File: src/rtl/serial_audio_rx.sv
module serial_audio_rx #(
  parameter int RJ_BITS  = 24,
  parameter int DSP_BITS = 16,
  parameter int SYNC_MAX = 4
) (
  input  logic               bclk,
  input  logic               rst_n,
  input  logic               lrclk,
  input  logic               sdata,
  input  logic               dsp_late,
  output logic [RJ_BITS-1:0] left_word,
  output logic [RJ_BITS-1:0] right_word,
  output logic               frame_valid,
  output logic               dsp_mode
);

  localparam int FRAME_BITS = 2 * DSP_BITS;
  localparam int NW         = $clog2(FRAME_BITS + 2);
  localparam int HW         = $clog2(SYNC_MAX + 2);
  localparam int PADW       = RJ_BITS - DSP_BITS;

  logic               lr_q;
  logic [RJ_BITS-1:0] shreg;
  logic [HW-1:0]      hi_cnt;
  logic [NW-1:0]      nbits;
  logic               synced;
  logic               have_left;

  logic               rise, fall, short_pulse, counting;
  logic [RJ_BITS-1:0] dsp_word;

  assign rise        = lrclk & ~lr_q;
  assign fall        = ~lrclk & lr_q;
  assign short_pulse = hi_cnt <= HW'(SYNC_MAX);
  assign counting    = (nbits != '0) && (nbits <= NW'(FRAME_BITS));
  assign dsp_word    = {shreg[DSP_BITS-1:0], {PADW{1'b0}}};

  always_ff @(posedge bclk or negedge rst_n) begin
    if (!rst_n) begin
      lr_q        <= 1'b1;
      shreg       <= '0;
      hi_cnt      <= '0;
      nbits       <= '0;
      synced      <= 1'b0;
      have_left   <= 1'b0;
      left_word   <= '0;
      right_word  <= '0;
      frame_valid <= 1'b0;
      dsp_mode    <= 1'b0;
    end else begin
      lr_q        <= lrclk;
      shreg       <= {shreg[RJ_BITS-2:0], sdata};
      frame_valid <= 1'b0;

      if (rise)
        hi_cnt <= HW'(1);
      else if (lrclk && hi_cnt != HW'(SYNC_MAX + 1))
        hi_cnt <= hi_cnt + HW'(1);

      if (rise) begin
        synced    <= 1'b1;
        nbits     <= '0;
        have_left <= 1'b0;
        if (have_left) begin
          right_word  <= shreg;
          frame_valid <= 1'b1;
          dsp_mode    <= 1'b0;
        end
      end else if (fall && synced) begin
        have_left <= ~short_pulse;
        if (short_pulse)
          nbits <= dsp_late ? NW'(1) : NW'(2);
        else begin
          nbits     <= '0;
          left_word <= shreg;
        end
      end else if (counting) begin
        nbits <= nbits + NW'(1);
        if (nbits == NW'(DSP_BITS))
          left_word <= dsp_word;
        if (nbits == NW'(FRAME_BITS)) begin
          right_word  <= dsp_word;
          frame_valid <= 1'b1;
          dsp_mode    <= 1'b1;
        end
      end
    end
  end

endmodule

File: config.mk
export PLATFORM = sky130hd
export DESIGN_NAME = serial_audio_rx
export DESIGN_NICKNAME = d
export VERILOG_FILES = /design/src/rtl/serial_audio_rx.sv
export SDC_FILE = /design/constraint.sdc
export NUM_CORES = 1
export LEC_CHECK = 0
export CAP_MARGIN = 10
export CORE_ASPECT_RATIO = 0.6
export CORE_MARGIN = 2
export CORE_UTILIZATION = 45
export DETAILED_ROUTE_END_ITERATION = 10
export PLACE_DENSITY = 0.82
export SYNTH_ARGS = -nofsm -noshare
export SYNTH_HDL_FRONTEND = slang
export SYNTH_SLANG_ARGS = --single-unit
File: constraint.sdc
create_clock -name bclk -period 1.8 [get_ports bclk]
set_clock_uncertainty 0.2 [all_clocks]
set_input_delay 0.36 -clock bclk [delete_from_list [all_inputs] [get_ports bclk]]
set_output_delay 0.36 -clock bclk [all_outputs]
set_load 0.03 [all_outputs]
==> results.json <==
{
  "fin_crit_ns": 1.858,
  "async_flop_share": 1.000,
  "drv_cap": 0,
  "via_per_inst": 5.415,
  "yosysTopAreaCell": "dfrtp_1",
  "die_x_um": 117.9,
  "synth_edf_count": 0,
  "place.gp.congestion": 0.8061,
  "root_buffer": "clkbuf_16",
  "gr-total-overflow": 0,
  "drtIter0Drc": 164,
  "netlist_area_um2": 3502,
  "rows": 24,
  "finalMaxSlewViolations": 0,
  "clkTransAtPathRegs_ns": 0.06,
  "antenna_found_initial": 0,
  "tightestPinTransition_ns": 0.3936,
  "max_stage_delay_ns": 0.40,
  "total_power_uw": 6920,
  "cpMaxStageDelayCell": "dfrtp_1",
  "drive_above_1_share": 0.2793,
  "post-place-ws_ns": -0.4412,
  "dieArea_um2": 8528,
  "cellLeakagePower_uw": 0.002270,
  "crit_family": "buffers and inverters",
  "synth.area.top_cells": "dfrtp_1 (61%), mux2i_1 (4.6%), a2bb2oi_2 (4.3%)",
  "wire_per_inst_um": 18.66,
  "synth_seq_cells": 86,
  "hpwlAfterDp_mm": 5.876,
  "finalSetupViolCount": 29,
  "area_growth_pct": 39.73,
  "die_y_um": 72.34,
  "final_area_um2": 4893,
  "cts_buffers": 9,
  "ys_seq_area_frac": 0.6149,
  "synth_fp_nets": 289,
  "synthCells": 279,
  "worstSetupPathType": "flop to flop",
  "clock-sinks": 86,
  "synthXorXnorAreaFrac": 0.007503,
  "comb_power_share": 0.354,
  "mostFrequentLayoutCells": "dfrtp_1 (85), dlygate4sd2_1 (51), nand2_1 (37)",
  "final_nets": 381,
  "ir_drop_uv": 914.2,
  "first_pass_iters": 5,
  "num_antenna_cells": 0,
  "synthSimpleGateAreaFrac": 0.09253,
  "ant_nets": 0,
  "io_pins": 55,
  "core-area_um2": 7387,
  "start_kind": "flop",
  "cts_max_path_buffers": 2,
  "wl_mm": 8.957,
  "final_common_cell": "dfrtp_1",
  "synthMuxAreaShare": 0.04573,
  "swShare": 0.3564,
  "final_cells": 480,
  "path_cells": "inv_2, ha_4, nor3b_4, nand4b_2, buf_6, o22ai_1, buf_4, a2bb2oi_2",
  "cts_tree": "built",
  "power_frac_seq": 0.388,
  "p_per_area_nw_per_um2": 1414,
  "placed_cells": 457,
  "cp_num_buf_inv": 3,
  "critPathArrivalTime_ns": 1.87,
  "setup_ws_ns": -0.05775,
  "yosys_warnings": 0,
  "clock_latency_ns": 0.33,
  "p_int_uw": 4454,
  "synth_compound_area_frac": 0.1872,
  "grt_pass1_vias": 2591,
  "switching_power_uw": 2466,
  "rsz0062_at_grt": "true",
  "grt_first_pass_wirelength_mm": 14.26,
  "vias": 2599,
  "io_buffers": 54,
  "globalRouteTotalUtil": 0.2213,
  "cts_max_level": 3,
  "min_path_type": "flop to flop",
  "initial_core_util": 0.4741,
  "crit_fanout": 8,
  "cp-end-kind": "flop",
  "synth_top_cell_area_share": 0.6074,
  "clockPowerShare": 0.258,
  "synth_top_family_by_area": "compound AO/OA/AOI/OAI gates",
  "drc": 0,
  "violations": "setup timing",
  "post-route-period-util": 1.032,
  "synthAdderAreaFrac": 0.01786,
  "max_slew_margin": 0.7376,
  "ys.flop_type": "dfrtp_1",
  "finalHoldViolCount": 0,
  "worst_ep_required_time_ns": 1.82,
  "status": "complete, but fails checks",
  "grt_max_degree": 34,
  "syn_avg_cell_area_um2": 12.55,
  "synth.distinct_cells": 45,
  "dpl-instance-area_um2": 4388,
  "timing.fmax_mhz": 538.3
}
-- final cells by class --
class / count / area (µm²)
clock buffers: 12 / 236.5
clock inverters: 4 / 47.55
fillers: 540 / 2494
inverters: 6 / 22.52
multi-input cells: 173 / 1458
flip-flops and latches: 86 / 2153
well taps: 104 / 130.1
repair buffers: 95 / 845.8
-- kinds of logic after synthesis --
logic type	after synthesis
compound gates	85
xor+xnor	3
mux	16
simple gates	63
fa+ha+maj	5
flops	86
buf+inv	21
-- sequential cells by signal (all words and copies together) (netlist names) --
signal and count:
frame_valid 1, nbits 6, shreg 24, synced 1
left_word 24, dsp_mode 1, lr_q 1, hi_cnt 3
right_word 24, have_left 1
-- per-layer routing --
metal | global-route usage | part of all wire | wire, µm | vias to the layer above
li1 | - | - | - | 1191
met1 | 0.3179 | 0.49 | 4375 | 1323
met2 | 0.3230 | 0.44 | 3966 | 77
met3 | 0.06368 | 0.059 | 526 | 8
met5 | 0 | 0 | 0 | -
met4 | 0.08032 | 0.0098 | 88 | 0
-- timing repair --
item | in CTS | in global routing
setup buffers | 4 | 3
endpoints found under the setup margin | 101 | 53
endpoints found under the hold margin | 27 | 0
hold buffers | 1 | 0
pin swaps | 13 | 3
cloned | 1 | 0
resized for setup | 81 | 13
-- synthesized netlist by cell type, types with 2 or more instances --
cell and n:
dfrtp_1 85, nand2_1 37, o21ai_1 26, mux2i_1 16, o22ai_1 16, buf_2 11
a2bb2oi_2 10, a22o_1 8, a2bb2oi_1 6, ha_1 5, inv_1 5, nor2_1 5
a21oi_1 4, and3b_1 3, nand2b_1 3, o21ai_0 3, xor2_1 3, a31oi_1 2
and3_1 2, nand4b_1 2, nor2b_1 2, o21a_1 2
-- worst paths after layout --
kind | from | end | slack [ns] | cells past startpoint
hold / removal | shreg[21] | shreg[22] | 0.20 | 0
setup reg to reg | nbits[0] | left_word[13] | -0.06 | 8
hold reg to reg | shreg[21] | shreg[22] | 0.20 | 0
max in group asynchronous | rst_n | lr_q | 0.54 | 3
setup / recovery | nbits[0] | left_word[13] | -0.06 | 8
min in group asynchronous | rst_n | left_word[5] | 0.30 | 2
-- metrics by stage --
stage	utilization	hold WS, ns	TNS [ns]
after floorplan	-	-0.1356	-0.2644
after global placement	0.5940	0.1053	-15.33
after detailed placement	0.5940	0.1143	-19.33
after CTS	0.6504	0.1994	-0.3093
after global routing	0.6624	0.2124	-2.904
final	0.6624	0.2016	-0.6913
-- power by group through the flow --
stage / registers [µW] / clock network, µW / logic (µW)
after floorplan: 3300 / 0 / 694
after global placement: 2670 / 0 / 2360
after detailed placement: 2690 / 0 / 2430
after CTS: 2680 / 1810 / 2380
after global routing: 2740 / 1900 / 2610
final: 2690 / 1790 / 2450
Power figures use the tool's default switching activity.
